$ cat config.mk
export PLATFORM = sky130hd
export DESIGN_NAME = dword_pix_serializer
export DESIGN_NICKNAME = d
export VERILOG_FILES = /design/src/rtl/dwps_pkg.sv /design/src/rtl/dwps_phase.sv /design/src/rtl/dwps_capture.sv /design/src/rtl/dwps_shift.sv /design/src/rtl/dword_pix_serializer.sv
export SDC_FILE = /design/constraint.sdc
export NUM_CORES = 1
export LEC_CHECK = 0
export BUFFER_PORTS_ARGS = -buffer_cell sky130_fd_sc_hd__buf_2
export CORE_MARGIN = 8
export CORE_UTILIZATION = 53
export DETAILED_ROUTE_END_ITERATION = 10
export PLACE_DENSITY = 0.86
export RECOVER_POWER = 25
export SETUP_SLACK_MARGIN = 0.05
export SLEW_MARGIN = 20
export SYNTH_ARGS = -nofsm -noshare
export SYNTH_HDL_FRONTEND = slang
export SYNTH_SLANG_ARGS = --single-unit
$ cat constraint.sdc
create_clock -name clk -period 1.64 [get_ports clk]
set_input_delay 0.164 -clock clk [delete_from_list [all_inputs] [get_ports clk]]
set_output_delay 0.164 -clock clk [all_outputs]
set_load 0.03 [all_outputs]
$ cat src/rtl/dwps_pkg.sv
package dwps_pkg;

  // Position of the current controller period inside a memory cycle
  typedef enum logic [1:0] {
    SLOT_IDLE   = 2'd0,
    SLOT_FIRST  = 2'd1,
    SLOT_SECOND = 2'd2
  } slot_e;

  // Phase at which each event happens within a controller period
  localparam int PH_START   = 0;
  localparam int PH_CAP_A   = 1;
  localparam int PH_SHIFT   = 2;

  // Next state of the memory-cycle tracker, evaluated at phase 0
  function automatic slot_e slot_step(slot_e cur, logic strobe);
    slot_e nxt;
    case (cur)
      SLOT_FIRST: nxt = SLOT_SECOND;
      default:    nxt = strobe ? SLOT_FIRST : SLOT_IDLE;
    endcase
    return nxt;
  endfunction

endpackage

$ cat src/rtl/dwps_phase.sv
module dwps_phase #(
  parameter int RATIO = 4,
  localparam int PW = (RATIO > 1) ? $clog2(RATIO) : 1
) (
  input  logic          clk,
  input  logic          rst,
  input  logic          tick_i,
  output logic [PW-1:0] phase_o,
  output logic          at_start_o,
  output logic          at_cap_a_o,
  output logic          at_shift_o,
  output logic          at_cap_b_o
);
  import dwps_pkg::*;

  localparam logic [PW-1:0] PH_LAST = PW'(RATIO - 1);

  function automatic logic [PW-1:0] wrap_inc(logic [PW-1:0] p);
    return (p == PH_LAST) ? '0 : p + 1'b1;
  endfunction

  logic [PW-1:0] ph_q;
  logic [PW-1:0] cur;

  // The marker forces phase 0; otherwise the counter free-runs
  assign cur = tick_i ? '0 : ph_q;

  always_ff @(posedge clk) begin
    if (rst) ph_q <= '0;
    else     ph_q <= wrap_inc(cur);
  end

  assign phase_o    = cur;
  assign at_start_o = (cur == PW'(PH_START));
  assign at_cap_a_o = (cur == PW'(PH_CAP_A));
  assign at_shift_o = (cur == PW'(PH_SHIFT));
  assign at_cap_b_o = (cur == PH_LAST);

  // with no marker, the phase steps by exactly one
  p_phase_step_r1: assert property (@(posedge clk) disable iff (rst)
    !tick_i |=> (tick_i || phase_o == wrap_inc($past(phase_o))));

endmodule

$ cat src/rtl/dwps_capture.sv
module dwps_capture #(
  parameter int WORD_W = 16,
  parameter int RATIO  = 4,
  localparam int PW = (RATIO > 1) ? $clog2(RATIO) : 1
) (
  input  logic              clk,
  input  logic              rst,
  input  logic [PW-1:0]     phase_i,
  input  logic              at_start_i,
  input  logic              at_cap_a_i,
  input  logic              at_cap_b_i,
  input  logic              strobe_i,
  input  logic [WORD_W-1:0] data_i,
  output dwps_pkg::slot_e   slot_o,
  output logic              hold_ld_n_o,
  output logic [WORD_W-1:0] hold_o
);
  import dwps_pkg::*;

  slot_e             slot_q;
  logic              cap_en;
  logic [WORD_W-1:0] hold_q;

  always_ff @(posedge clk) begin
    if (rst)             slot_q <= SLOT_IDLE;
    else if (at_start_i) slot_q <= slot_step(slot_q, strobe_i);
  end

  // Both captures fall in the first period of an accepted memory cycle
  assign cap_en = !rst && (slot_q == SLOT_FIRST) && (at_cap_a_i || at_cap_b_i);

  always_ff @(posedge clk) begin
    if (rst)         hold_q <= '0;
    else if (cap_en) hold_q <= data_i;
  end

  assign slot_o      = slot_q;
  assign hold_ld_n_o = !cap_en;
  assign hold_o      = hold_q;

  // the load strobe goes low only at phase 1 or the last phase
  p_ld_phase_r3: assert property (@(posedge clk) disable iff (rst)
    !hold_ld_n_o |-> (phase_i == PW'(PH_CAP_A) || phase_i == PW'(RATIO - 1)));

  // a first-word load is followed by the second-word load two clocks later
  p_ld_pair_r3: assert property (@(posedge clk) disable iff (rst)
    (!hold_ld_n_o && at_cap_a_i) |-> ##2 !hold_ld_n_o);

  // nothing is captured in the second period of a memory cycle
  p_second_quiet_r2: assert property (@(posedge clk) disable iff (rst)
    (slot_q == SLOT_SECOND) |-> hold_ld_n_o);

endmodule

$ cat src/rtl/dwps_shift.sv
module dwps_shift #(
  parameter int WORD_W = 16,
  parameter int PIX_W  = 4
) (
  input  logic              clk,
  input  logic              rst,
  input  logic              load_i,
  input  logic              fill_i,
  input  logic [WORD_W-1:0] word_i,
  output logic [PIX_W-1:0]  pix_o
);
  localparam int NPIX = WORD_W / PIX_W;

  logic [WORD_W-1:0] sh_q;

  function automatic logic [WORD_W-1:0] advance(logic [WORD_W-1:0] w);
    return w << PIX_W;
  endfunction

  always_ff @(posedge clk) begin
    if (rst)         sh_q <= '0;
    else if (load_i) sh_q <= fill_i ? word_i : '0;
    else             sh_q <= advance(sh_q);
  end

  // The first pixel of a word is its top nibble
  assign pix_o = sh_q[WORD_W-1 -: PIX_W];

  generate
    if (NPIX > 1) begin : g_order
      // between loads the next lower nibble comes out
      p_shift_order_r6: assert property (@(posedge clk) disable iff (rst)
        !load_i |=> (pix_o == $past(sh_q[WORD_W-PIX_W-1 -: PIX_W])));
    end
  endgenerate

  // an empty load slot gives colour 0
  p_zero_fill_r8: assert property (@(posedge clk) disable iff (rst)
    (load_i && !fill_i) |=> (pix_o == '0));

endmodule

$ cat src/rtl/dword_pix_serializer.sv
module dword_pix_serializer #(
  parameter int WORD_W = 16,
  parameter int PIX_W  = 4
) (
  input  logic              clk,
  input  logic              rst,
  input  logic              ctl_tick_i,
  input  logic              mem_cyc_i,
  input  logic [WORD_W-1:0] vram_data_i,
  output logic [PIX_W-1:0]  pix_o,
  output logic              hold_ld_n_o
);
  import dwps_pkg::*;

  localparam int RATIO = WORD_W / PIX_W;
  localparam int PW    = (RATIO > 1) ? $clog2(RATIO) : 1;

  // Named internal events
  logic [PW-1:0]     phase;
  logic              at_start, at_cap_a, at_shift, at_cap_b;
  slot_e             slot;
  logic [WORD_W-1:0] hold_word;
  logic              shift_load, shift_fill;

  dwps_phase #(.RATIO(RATIO)) u_phase (
    .clk        (clk),
    .rst        (rst),
    .tick_i     (ctl_tick_i),
    .phase_o    (phase),
    .at_start_o (at_start),
    .at_cap_a_o (at_cap_a),
    .at_shift_o (at_shift),
    .at_cap_b_o (at_cap_b)
  );

  dwps_capture #(.WORD_W(WORD_W), .RATIO(RATIO)) u_capture (
    .clk         (clk),
    .rst         (rst),
    .phase_i     (phase),
    .at_start_i  (at_start),
    .at_cap_a_i  (at_cap_a),
    .at_cap_b_i  (at_cap_b),
    .strobe_i    (mem_cyc_i),
    .data_i      (vram_data_i),
    .slot_o      (slot),
    .hold_ld_n_o (hold_ld_n_o),
    .hold_o      (hold_word)
  );

  // The shift stage reloads once per controller period; it holds a word in either period of a cycle
  assign shift_load = at_shift;
  assign shift_fill = (slot != SLOT_IDLE);

  dwps_shift #(.WORD_W(WORD_W), .PIX_W(PIX_W)) u_shift (
    .clk    (clk),
    .rst    (rst),
    .load_i (shift_load),
    .fill_i (shift_fill),
    .word_i (hold_word),
    .pix_o  (pix_o)
  );

  // the word captured at phase 1 appears at the output two clocks later, top nibble first
  p_handoff_r5: assert property (@(posedge clk) disable iff (rst)
    (!hold_ld_n_o && at_cap_a) |-> ##2 (pix_o == $past(vram_data_i[WORD_W-1 -: PIX_W], 2)));

  // one clock after reset the output is idle and the load strobe is high
  logic rst_d;
  always_ff @(posedge clk) rst_d <= rst;
  always_ff @(posedge clk) begin
    if (rst_d) begin
      p_reset_idle_r9: assert (pix_o == '0 && hold_ld_n_o);
    end
  end

endmodule

# Word level (Yosys, flattened, before mapping)
# Index checks and enable logic that the tools add are counted.
# W data, S select, Z words.
[totals] reg_bits=36 inputBits=20 output_inout_bits=5 word_cells=26
[op_classes] add_sub_neg=1 eq_ne=4 mux=5 bitwise_logic=2 n_reduce_logical=9
[ops] cell="$mux W16" count=2
[ops] cell="$eq A2 B1 Y1 const B" count=2
[ops] cell="$eq A2 B2 Y1 const B" count=2
[ops] cell="$mux W2" count=2
[ops] cell="$reduce_or A3 Y1" count=1
[ops] cell="$add A2 B1 Y2 const B" count=1
[ops] cell="$logic_and A1 B1 Y1" count=2
[ops] cell="$logic_not A1 Y1" count=2
[ops] cell="$logic_not A2 Y1" count=1
[ops] cell="$not A1 Y1" count=2
[ops] cell="$reduce_bool A2 Y1" count=1
[ops] cell="$reduce_or A2 Y1" count=1
[ops] cell="$logic_or A1 B1 Y1" count=1
[ops] cell="$mux W1" count=1

# Depth between registers and ports, before layout
# Gate-level depths: netlist of run 1.
[logic_depth] depth_word=5 depth_mapped=6

# Cells and area by module
# A second synthesis of run 1 with hierarchy kept.
[hier_totals] hier_cells=158 hier_area_um2=1609.0
[modules_own_cells] mod="dwps_capture" n_inst=1 cells_per_inst=80 area_per_inst_um2=839.6
[modules_own_cells] mod="dwps_shift" n_inst=1 cells_per_inst=66 area_per_inst_um2=650.6
[modules_own_cells] mod="dwps_phase" n_inst=1 cells_per_inst=11 area_per_inst_um2=112.6
[modules_own_cells] mod="dword_pix_serializer" n_inst=1 cells_per_inst=1 area_per_inst_um2=6.3

# Worst setup path after synthesis of run 1
# OpenSTA, ideal clock, no wires.
[synth_path] kind="flip-flop to flip-flop" start="register u_phase.ph_q[1]" end="register u_shift.sh_q[0]" setup_time_ps=59 arrival_time_ps=1210 required_time_ps=1581 path_slack_ps=372 stages_incl_launch_ff=6 n_path_buf=1 period_less_slack_ps=1268 path_cell_list="dfxtp_1 > nor2b_1 > ha_1 > nor3b_4 > buf_6 > and2_1"
[synth_via] elab_chain_len=4
[synth_lines] item="start, declared" line_no="dwps_phase.sv:22" rtl="logic [PW-1:0] ph_q;"
[synth_lines] item="start signal, assigned" line_no="dwps_phase.sv:30" rtl="else ph_q <= wrap_inc(cur);"
[synth_lines] item="$mux W2" line_no="dwps_phase.sv:26" rtl="assign cur = tick_i ? '0 : ph_q;"
[synth_lines] item="$eq A2 B2 Y1" line_no="dwps_phase.sv:36" rtl="assign at_shift_o = (cur == PW'(PH_SHIFT));"
[synth_lines] item="$not A1 Y1 (no line)"
[synth_lines] item="$reduce_or A3 Y1 (no line)"
[synth_lines] item="end signal, assigned" line_no="dwps_shift.sv:22" rtl="else if (load_i) sh_q <= fill_i ? word_i : '0;"
[synth_lines] item="end signal, assigned" line_no="dwps_shift.sv:23" rtl="else sh_q <= advance(sh_q);"
[synth_lines] item="end, declared" line_no="dwps_shift.sv:14" rtl="logic [WORD_W-1:0] sh_q;"
# No other way between the ends.
# A chain may end at the register's enable or synchronous reset.

# Worst setup path in the final report of run 1
[layout_path] start="register u_capture.slot_q[0], in the netlist u_capture.slot_o[0]" end="output port hold_ld_n_o"
[layout_via] elab_chain_len=4
[layout_lines] item="start, declared" line_no="dwps_capture.sv:20" rtl="slot_e slot_q;"
[layout_lines] item="start signal, assigned" line_no="dwps_capture.sv:26" rtl="else if (at_start_i) slot_q <= slot_step(slot_q, strobe_i);"
[layout_lines] item="$eq A2 B1 Y1" line_no="dwps_capture.sv:30" rtl="assign cap_en = !rst && (slot_q == SLOT_FIRST) && (at_cap_a_i || at_cap_b_i);"
[layout_lines] item="$logic_and A1 B1 Y1 (2 in series)" line_no="dwps_capture.sv:30"
[layout_lines] item="$logic_not A1 Y1" line_no="dwps_capture.sv:38" rtl="assign hold_ld_n_o = !cap_en;"
[layout_lines] item="end, declared" line_no="dword_pix_serializer.sv:11" rtl="output logic hold_ld_n_o"
# No other way between the ends.

==> qor.tcl, run 1 <==
set qor(status) {complete, no violations}
set qor(setup-tns-final_ns) 0
set qor(timing.hold.worst.start) {vram_data_i[8]}
set qor(critPathLaunch) {u_capture.slot_o[0]}
set qor(finalWeightedCongestion) 0.767
set qor(synth_simple_gate_area_share_pct) 20.2
set qor(syn_inst) 134
set qor(dieArea_sq_um) 4470
set qor(n_antenna_cell) 0
set qor(post_cts_hold_buffer_count) 0
set qor(r2r_setup_slack_ns) 0.24
set qor(pleak_nw) 0.589
set qor(crit-reg2reg-capture) {u_shift.sh_q[9]}
set qor(final_period_minus_worst_setup_slack_ns) 1.43
set qor(cts.path.max_buffers) 2
set qor(netlist_top_cells_area) {sky130_fd_sc_hd__dfxtp_1, sky130_fd_sc_hd__a22o_1, sky130_fd_sc_hd__a21oi_2}
set qor(gr-usage-all-layers_pct) 11.7
set qor(synthXorXnorAreaFrac_pct) 0
set qor(post_route_cells_drive_above_1_share_pct) 31.6
set qor(fill_cells) 213
set qor(signed_area_change_from_the_synthesized_netlist_to_the_final_layout_pct) 10.7
set qor(clkTransAtPathRegs_ns) 0.10
set qor(worst_pin_slew_ns) 0.474
set qor(cap_viol_max_count) 0
set qor(core_region_area_sq_um) 2450
set qor(cp_endpoint) {hold_ld_n_o}
set qor(critical_path.startpoint_type) {flop}
set qor(synth.distinct_cells) 24
set qor(synth.top_cell.area_share_pct) 52.6
set qor(wire_length_of_the_first_global_routing_pass_microns) 4010
set qor(total_detailed_routing_wirelength_microns) 2430
set qor(cts.root.buffer_cell) {sky130_fd_sc_hd__clkbuf_4}
set qor(crit-reg2reg-launch) {u_phase.ph_q[0]}
set qor(detailedPlacementHpwl_microns) 1740
set qor(finalSetupViolCount) 0
set qor(antenna_violation_net_count_after_detailed_routing) 0
set qor(synth_nets) 157
set qor(max_freq_mhz) 697
set qor(ios) 25
set qor(cts_sink_count) 36
set qor(largest_family_of_logic_cells_by_synthesized_area) {simple AND/OR/NAND/NOR gates}
set qor(synth.avg_cell_area_sq_um) 10.2
set qor(worst_slew_margin_rel_pct) 68.4
set qor(die_height_microns) 66.9
set qor(fin_hold_ws_ns) 0.0571
set qor(initial_core_util_pct) 55.9
set qor(most_area_hungry_cell_type_in_the_yosys_netlist) {sky130_fd_sc_hd__dfxtp_1}
set qor(final_nets) 181
set qor(final_min_period_over_clock_period_pct) 87.4
set qor(wl_per_cell_microns) 12.9
set qor(die_width_microns) 66.9
set qor(timing.critical_path.fanout_max) 6
set qor(critPathCaptureType) {primary output}
set qor(post_synthesis_sequential_area_ratio_pct) 52.6
set qor(timing_worst_setup_path_type) {flop to primary output}
set qor(maxSlewViolCount) 0
set qor(crit_required_ns) 1.48
set qor(drt-vias-per-instance) 5.13
set qor(tritoncts) {yes}
set qor(drtPass1Iterations) 4
set qor(initialDrtViolationCount) 83
set qor(finalHoldViolations) 0
set qor(grt_max_degree) 17
set qor(muxShareOfSynthArea_pct) 0.821
set qor(synth_area_sq_um) 1370
set qor(numPortBuffers) 24
set qor(post_synth_fa_ha_maj_area_fraction_pct) 2.74
set qor(ir_worst_vdd_mv) 0.494
set qor(detail_route.drc_violations) 0
set qor(synth_compound_gate_area_share_pct) 16.6
set qor(row_count) 18
set qor(fin_worst_skew_ns) 0.00397
set qor(ys_ff_latch) 36
set qor(timing.critical_path.arrival_ns) 1.27
set qor(clk-insertion-delay-late_ns) 0.33
set qor(overflow) 0
set qor(worstHoldPathType) {input port to flop}
set qor(rsz0062_at_grt) {false}
set qor(reg2reg_depth) 4
set qor(power-per-cell-area_nw_per_um2) 933
set qor(cts_htree_levels) 2
set qor(grt_pass1_vias) 930
set qor(synthesis.yosys.warnings) 0
set qor(dr_total_vias) 964
set qor(antenna_found_initial) 0
set qor(cts_buffer_count) 5
repair_timing:
| item | CTS | global route |
|---|---|---|
| resized for setup | 0 | 1 |
| setup buffers | 0 | 1 |
| endpoints found under the setup margin | 0 | 16 |
stage by stage:
step | power, mW | cells | util [%] | instance area [sq um] | worst slack (ns)
2_1_floorplan | 0.972 | 134 | - | 1370 | 0.372
3_3_place_gp | 1.01 | 180 | 59.8 | 1470 | 0.124
3_5_place_dp | 1.01 | 180 | 59.8 | 1470 | 0.0575
4_1_cts | 1.43 | 187 | 61.7 | 1520 | 0.0600
5_1_grt | 1.48 | 188 | 61.8 | 1520 | 0.133
6_report | 1.42 | 188 | 61.8 | 1520 | 0.206
per-layer routing:
layer  share of wire [%]  GRT usage [%]  routed length [microns]
met5                   0              0                        0
met4                 1.5           5.48                       36
met1                  42           12.5                     1020
met2                  48           18.9                     1170
met3                 8.2           6.04                      198
final cells by class:
type                       count  area, sq um  share of cell area [%]
clock buffer                   6         41.3                    2.72
clock inverter                 1         5.00                   0.330
inverter                       2         7.51                   0.495
multi-input combinational     84          544                    35.9
sequential                    36          721                    47.5
tap                           30         37.5                    2.47
timing repair buffer          29          161                    10.6
synthesized netlist by cell type:
cell                         n
sky130_fd_sc_hd__inv_1       2
sky130_fd_sc_hd__a22o_1     12
sky130_fd_sc_hd__nor2b_1     1
sky130_fd_sc_hd__a21oi_2    10
sky130_fd_sc_hd__and4bb_1    1
sky130_fd_sc_hd__nor2_1      3
sky130_fd_sc_hd__mux2_2      1
sky130_fd_sc_hd__ha_1        3
sky130_fd_sc_hd__nand4bb_1   1
sky130_fd_sc_hd__a21oi_1     7
sky130_fd_sc_hd__clkbuf_1    1
sky130_fd_sc_hd__nand2b_1    2
sky130_fd_sc_hd__nor3_1      2
sky130_fd_sc_hd__buf_6       1
sky130_fd_sc_hd__nand2_1    23
sky130_fd_sc_hd__buf_4       6
sky130_fd_sc_hd__dfxtp_1    36
sky130_fd_sc_hd__nand2_2    10
sky130_fd_sc_hd__buf_2       3
sky130_fd_sc_hd__and2_1      4
sky130_fd_sc_hd__buf_8       1
sky130_fd_sc_hd__nand3_1     1
sky130_fd_sc_hd__nor3b_4     1
sky130_fd_sc_hd__or2b_1      2
worst min path at each step:
stage	end	slack, ns	cells after the start
final	u_capture.hold_o[8]	0.06	3
after detailed placement	u_capture.hold_o[15]	0.41	3
after CTS	u_capture.hold_o[15]	0.04	3
after global placement	u_capture.hold_o[3]	0.41	3
after global routing	u_capture.hold_o[15]	0.04	3
after floorplan	u_capture.hold_o[0]	0.29	2
flip-flops by register name, indices dropped and copies added (netlist names):
name,cells
u_capture.hold_o,16
u_shift.sh_q,16
u_capture.slot_o,2
u_phase.ph_q,2
report_power, final:
part | internal, mW | switching (mW) | leakage (nW)
Clock | 0.158 | 0.269 | 0.0281
Sequential | 0.887 | 0.00955 | 0.291
Combinational | 0.0413 | 0.0514 | 0.270
Total | 1.09 | 0.330 | 0.589
placed cells by master, fill, tap and decap left out, types with 3 or more instances in the layout:
cell	n
sky130_fd_sc_hd__a21oi_1	10
sky130_fd_sc_hd__a21oi_2	7
sky130_fd_sc_hd__a22o_1	12
sky130_fd_sc_hd__and2_1	4
sky130_fd_sc_hd__buf_2	20
sky130_fd_sc_hd__buf_4	3
sky130_fd_sc_hd__clkbuf_1	6
sky130_fd_sc_hd__clkbuf_4	5
sky130_fd_sc_hd__dfxtp_1	36
sky130_fd_sc_hd__ha_1	3
sky130_fd_sc_hd__nand2_1	23
sky130_fd_sc_hd__nand2_2	10
critical path: stages, from the launching register on:
cell and delay [ns]:
sky130_fd_sc_hd__dfxtp_1 0.43, sky130_fd_sc_hd__and4bb_1 0.27, sky130_fd_sc_hd__nand2b_1 0.07, sky130_fd_sc_hd__buf_2 0.17
cells by family after synthesis:
logic type | count (synthesis)
fa+ha+maj | 3
compound gates | 29
flops | 36
buf+inv | 14
mux | 1
simple gates | 51
(Power assumes the default switching activity.)
==> run 2, diff against run 1 <==
--- a/config.mk
+++ b/config.mk
@@ -9,5 +9,5 @@
 export CORE_MARGIN = 8
-export CORE_UTILIZATION = 53
+export CORE_UTILIZATION = 55
 export DETAILED_ROUTE_END_ITERATION = 10
-export PLACE_DENSITY = 0.86
+export PLACE_DENSITY = 0.89
 export RECOVER_POWER = 25
==> constraint.sdc (replaced) <==
create_clock -name clk -period 1.9 [get_ports clk]
set_input_delay 0.19 -clock clk [delete_from_list [all_inputs] [get_ports clk]]
set_output_delay 0.19 -clock clk [all_outputs]
set_load 0.005 [all_outputs]
==> run 2 against run 1 <==
Against the previous run: critical path depth up 1; worst setup slack better by 0.076 ns; die area is 2.8% lower; clock power rose by 24%; non-clock buffer count shrank 4; count of clock-buffer cells in the layout decreased by 1; sequential share of layout area down 0.16 points; combinational power fell by 17%; via count is 2.3% lower; worst hold slack better by 0.0037 ns; routed wire length is 2.3% higher; critical endpoint is now u_shift.sh_q[5]; largest power group unchanged; highest routed layer unchanged.
==> qor.tcl, run 2 (synthesis gave the netlist of run 1 again) <==
set qor(detail_route.drc_violations) 0
set qor(timing.hold.worst.start) {vram_data_i[3]}
set qor(initialDrtViolationCount) 14
set qor(fin_worst_skew_ns) 0.00905
set qor(worst_hold_path.num_cells) 3
set qor(power.net_switching_uw) 309
set qor(total_power_mw) 1.38
set qor(timing.critical_path.arrival_ns) 1.91
set qor(cts_htree_levels) 2
set qor(timing.critical_path.fanout_max) 12
set qor(rsz0062_at_grt) {false}
set qor(final_nets) 177
set qor(power.sequential.fraction_pct) 56.0
set qor(wl_per_cell_microns) 13.4
set qor(post_cts.resized_instances) 0
set qor(status) {complete, no violations}
set qor(grt_pass1_vias) 915
set qor(netSwitchingFraction_pct) 22.4
set qor(die_height_microns) 65.9
set qor(worstHoldEndpoint) {u_capture.hold_o[3]}
set qor(antenna_found_initial) 0
set qor(cts_sink_count) 36
set qor(numPortBuffers) 24
set qor(pleak_nw) 0.592
set qor(final_min_period_over_clock_period_pct) 85.2
set qor(tritoncts) {yes}
set qor(fin_hold_ws_ns) 0.0608
set qor(final_period_minus_worst_setup_slack_ns) 1.62
set qor(total_detailed_routing_wirelength_microns) 2480
set qor(drtPass1Iterations) 4
set qor(cts_buffer_count) 5
set qor(final_design_area_no_fill_sq_um) 1520
set qor(overflow) 0
set qor(finalSetupViolCount) 0
set qor(max_freq_mhz) 618
set qor(post_route_cells_drive_above_1_share_pct) 33.5
set qor(power-per-cell-area_nw_per_um2) 908
set qor(crit-reg2reg-launch) {u_phase.ph_q[0]}
set qor(critical_path.startpoint_type) {flop}
set qor(reg2reg_depth) 4
set qor(dieArea_sq_um) 4350
set qor(multi_input_area_sq_um) 553
set qor(detailedPlacementHpwl_microns) 1750
set qor(wire_length_of_the_first_global_routing_pass_microns) 3960
set qor(worst_pin_slew_ns) 0.739
set qor(p_int_mw) 1.07
set qor(clkTransAtPathRegs_ns) 0.11
set qor(critPathCaptureType) {flop}
set qor(layout.area.seq_sq_um) 721
set qor(instance_area_at_placement_sq_um) 1450
set qor(row_count) 18
set qor(grt_max_degree) 24
set qor(antenna_violation_net_count_after_detailed_routing) 0
set qor(worstHoldPathType) {input port to flop}
set qor(ios) 25
set qor(maxSlewViolCount) 0
set qor(post_cts_hold_buffer_count) 0
set qor(crit_required_ns) 2.19
set qor(pwr-share-clk_pct) 38.4
set qor(timing_worst_setup_path_type) {flop to flop}
set qor(signed_area_change_from_the_synthesized_netlist_to_the_final_layout_pct) 11.0
set qor(mostFrequentLayoutCell) {sky130_fd_sc_hd__dfxtp_1}
set qor(setup_ws_ns) 0.282
set qor(n_antenna_cell) 0
set qor(crit-reg2reg-capture) {u_shift.sh_q[5]}
set qor(setup-tns-final_ns) 0
set qor(fill_cells) 199
set qor(leading_cell_types_in_the_layout_fill_and_taps_excluded) {sky130_fd_sc_hd__dfxtp_1, sky130_fd_sc_hd__nand2_1, sky130_fd_sc_hd__buf_2, sky130_fd_sc_hd__a22o_1}
set qor(combinational_share_of_power_pct) 5.6
set qor(cap_viol_max_count) 0
set qor(detailedPlace.worstSlack_ns) 0.263
set qor(r2r_setup_slack_ns) 0.28
set qor(worst_slew_margin_rel_pct) 50.5
set qor(finalWeightedCongestion) 0.779
set qor(gr-usage-all-layers_pct) 12.1
set qor(cts.root.buffer_cell) {sky130_fd_sc_hd__clkbuf_4}
set qor(post-cts-setup-buffer-count) 0
set qor(drt-vias-per-instance) 5.09
set qor(cts.path.max_buffers) 2
set qor(die_width_microns) 65.9
set qor(ir_worst_vdd_mv) 0.642
set qor(clk-insertion-delay-late_ns) 0.35
set qor(core_region_area_sq_um) 2410
set qor(finalHoldViolations) 0
set qor(initial_core_util_pct) 56.9
set qor(dr_total_vias) 942
-- run 2: cell types whose count changed in the layout (fill, tap and decap cells not counted), sizes merged --
| cell | previous run | this run |
|---|---|---|
| bufinv | 0 | 1 |
| clkbuf | 11 | 8 |
| clkinvlp | 0 | 1 |
| buf | 24 | 22 |
-- run 2: power by group through the flow --
stage	sequential [mW]	clock, mW	combinational (mW)
2_1_floorplan	0.788	0	0.0500
3_3_place_gp	0.790	0	0.0732
3_5_place_dp	0.791	0	0.0773
4_1_cts	0.774	0.542	0.0779
5_1_grt	0.776	0.572	0.0856
6_report	0.774	0.531	0.0770
-- run 2: metrics by stage --
stage / utilization, % / cells
after global routing: 63.2 / 185
final: 63.2 / 185
after CTS: 63.3 / 185
after detailed placement: 60.0 / 177
after global placement: 60.0 / 177
after floorplan: - / 134
-- run 2: final cells by class --
| class | count | share of cell area, % |
|---|---|---|
| multi-input combinational | 84 | 36.3 |
| timing repair buffer | 25 | 8.13 |
| tap | 30 | 2.47 |
| clock inverter | 3 | 2.79 |
| sequential | 36 | 47.3 |
| inverter | 2 | 0.493 |
| clock buffer | 5 | 2.47 |
-- run 2: worst max path at each step --
stage                    startpoint  slack, ns  cells past startpoint          endpoint
CTS                 u_phase.ph_q[0]       0.26                      4   u_shift.sh_q[5]
finish              u_phase.ph_q[0]       0.28                      4   u_shift.sh_q[5]
global placement         ctl_tick_i       0.36                      5  u_shift.sh_q[15]
detailed placement       ctl_tick_i       0.26                      5   u_shift.sh_q[5]
floorplan           u_phase.ph_q[1]       0.63                      5   u_shift.sh_q[0]
global route        u_phase.ph_q[0]       0.11                      4  u_shift.sh_q[15]
-- run 2: layer usage --
metal  global-route usage, %  routed length (microns)  share of wire (%)  up-vias
met5                       0                        0                  0        -
met4                    7.20                       56                2.3        0
met3                    5.93                      138                5.6        6
met2                    20.0                     1190                 48       18
met1                    12.0                     1100                 44      438
li1                        -                        -                  -      480
-- run 2: critical path, stage by stage (launching register included) --
cell	delay, ns
sky130_fd_sc_hd__dfxtp_1	0.37
sky130_fd_sc_hd__nand2b_1	0.12
sky130_fd_sc_hd__ha_1	0.24
sky130_fd_sc_hd__nor2_1	0.58
sky130_fd_sc_hd__a22o_1	0.26
==> run 3, diff against run 2 <==
Settings changed: SETUP_SLACK_MARGIN 0.05 to 0.3.
==> run 3 against run 2 <==
Against the previous run: sequential power about the same; total power rose by 0.21%; combinational power up 2%; register-to-register slack improved by 0.08 ns; critical path depth down 1; cell area grew 1.6%; critical endpoint is now u_capture.hold_o[0]; clock power is essentially flat; largest power group unchanged.
==> qor.tcl, run 3 (synthesis gave the netlist of run 1 again) <==
set qor(maxSlewViolCount) 0
set qor(dieArea_sq_um) 4350
set qor(worst_path_largest_cell_delay_ns) 0.61
set qor(final_design_area_no_fill_sq_um) 1550
set qor(cap_viol_max_count) 0
set qor(critPathCaptureType) {flop}
set qor(max_freq_mhz) 649
set qor(cts.root.buffer_cell) {sky130_fd_sc_hd__clkbuf_4}
set qor(cts.path.max_buffers) 2
set qor(finalHoldViolations) 0
set qor(cts_sink_count) 36
set qor(detailedPlace.worstSlack_ns) 0.263
set qor(leading_cell_types_in_the_layout_fill_and_taps_excluded) {sky130_fd_sc_hd__dfxtp_1, sky130_fd_sc_hd__nand2_1, sky130_fd_sc_hd__buf_2, sky130_fd_sc_hd__a22o_1}
set qor(post_route_cells_drive_above_1_share_pct) 35.3
set qor(drt-vias-per-instance) 5.11
set qor(worstHoldPathType) {input port to flop}
set qor(slowest_stage) {sky130_fd_sc_hd__nand4bb_1}
set qor(clkTransAtPathRegs_ns) 0.11
set qor(total_detailed_routing_wirelength_microns) 2510
set qor(die_width_microns) 65.9
set qor(numPortBuffers) 24
set qor(dr_total_vias) 951
set qor(wl_per_cell_microns) 13.5
set qor(timing.critical_path.arrival_ns) 1.76
set qor(path_cells) {nand4bb_1, nand2_1, a21oi_2}
set qor(grt_max_degree) 24
set qor(power.net_switching_uw) 311
set qor(wire_length_of_the_first_global_routing_pass_microns) 3960
set qor(initialDrtViolationCount) 9
set qor(power-per-cell-area_nw_per_um2) 895
set qor(post_cts_hold_buffer_count) 0
set qor(antenna_violation_net_count_after_detailed_routing) 0
set qor(fin_worst_skew_ns) 0.00876
set qor(drtPass1Iterations) 4
set qor(setup_ws_ns) 0.360
set qor(gr-usage-all-layers_pct) 12.1
set qor(status) {complete, no violations}
set qor(rsz0062_at_grt) {false}
set qor(fin_hold_ws_ns) 0.0606
set qor(p_int_mw) 1.07
set qor(detail_route.drc_violations) 0
set qor(signed_area_change_from_the_synthesized_netlist_to_the_final_layout_pct) 12.8
set qor(clk-insertion-delay-late_ns) 0.35
set qor(netSwitchingFraction_pct) 22.5
set qor(pwr-share-clk_pct) 38.4
set qor(combinational_share_of_power_pct) 5.7
set qor(crit_required_ns) 2.12
set qor(power.sequential.fraction_pct) 55.9
set qor(finalWeightedCongestion) 0.779
set qor(die_height_microns) 65.9
set qor(r2r_setup_slack_ns) 0.36
set qor(total_power_mw) 1.38
set qor(mostFrequentLayoutCell) {sky130_fd_sc_hd__dfxtp_1}
set qor(worst_slew_margin_rel_pct) 51.6
set qor(overflow) 0
set qor(antenna_found_initial) 0
set qor(cts_buffer_count) 5
set qor(n_antenna_cell) 0
set qor(pleak_nw) 0.601
set qor(cts_htree_levels) 2
set qor(instance_area_at_placement_sq_um) 1450
set qor(timing.critical_path.fanout_max) 16
set qor(ios) 25
set qor(worst_pin_slew_ns) 0.721
set qor(core_region_area_sq_um) 2410
set qor(grt_pass1_vias) 915
set qor(tritoncts) {yes}
set qor(final_period_minus_worst_setup_slack_ns) 1.54
set qor(initial_core_util_pct) 56.9
set qor(ir_worst_vdd_mv) 0.643
set qor(final_nets) 178
set qor(critical_path.startpoint_type) {flop}
set qor(row_count) 18
set qor(setup-tns-final_ns) 0
set qor(finalSetupViolCount) 0
set qor(timing_worst_setup_path_type) {flop to flop}
set qor(detailedPlacementHpwl_microns) 1750
set qor(final_min_period_over_clock_period_pct) 81.0
-- run 3: stage by stage --
stage               std cells  utilization, %
finish                    186            64.2
CTS                       185            63.4
floorplan                 134               -
detailed placement        177            60.0
global placement          177            60.0
global route              186            64.2
-- run 3: power groups by stage --
| stage | Sequential [mW] | Clock (mW) | Combinational, mW |
|---|---|---|---|
| after floorplan | 0.788 | 0 | 0.0500 |
| after global placement | 0.790 | 0 | 0.0732 |
| after detailed placement | 0.791 | 0 | 0.0773 |
| after CTS | 0.774 | 0.542 | 0.0785 |
| after global routing | 0.776 | 0.572 | 0.0869 |
| final | 0.774 | 0.532 | 0.0784 |
-- run 3: timing repair --
action | 4_1_cts | 5_1_grt
endpoints found under the setup margin | 12 | 29
buffers inserted | 0 | 1
cloned | 0 | 0
resized for setup | 1 | 1
-- run 3: cell type report --
type / instances / area, sq um
inverter: 2 / 7.51
timing repair buffer: 26 / 145
fill: 196 / 863
multi-input combinational: 84 / 556
clock inverter: 3 / 42.5
clock buffer: 5 / 37.5
sequential: 36 / 721
tap: 30 / 37.5
-- run 3: final timing paths --
kind / from / end / cells past startpoint
worst max register to register: u_capture.slot_o[0] / u_capture.hold_o[0] / 3
worst max-delay path: u_capture.slot_o[0] / u_capture.hold_o[0] / 3
worst min register to register: u_shift.sh_q[4] / u_shift.sh_q[8] / 1
worst min-delay path: vram_data_i[3] / u_capture.hold_o[3] / 3
-- run 3: layer usage --
layer  track usage (%)  part of all wire (%)  up-vias  wire length, microns
met5                 0                     0        -                     0
met4              7.20                   2.2        0                    56
met3              5.93                   5.5        6                   138
met2              20.0                    48       18                  1210
met1              12.0                    44      446                  1110
li1                  -                     -      481                     -
-- run 3: critical path, delay by kind of cell (launching register included) --
family,cells,cell delay [ns]
simple gates,2,0.91
compound gates,1,0.07
flops,1,0.43
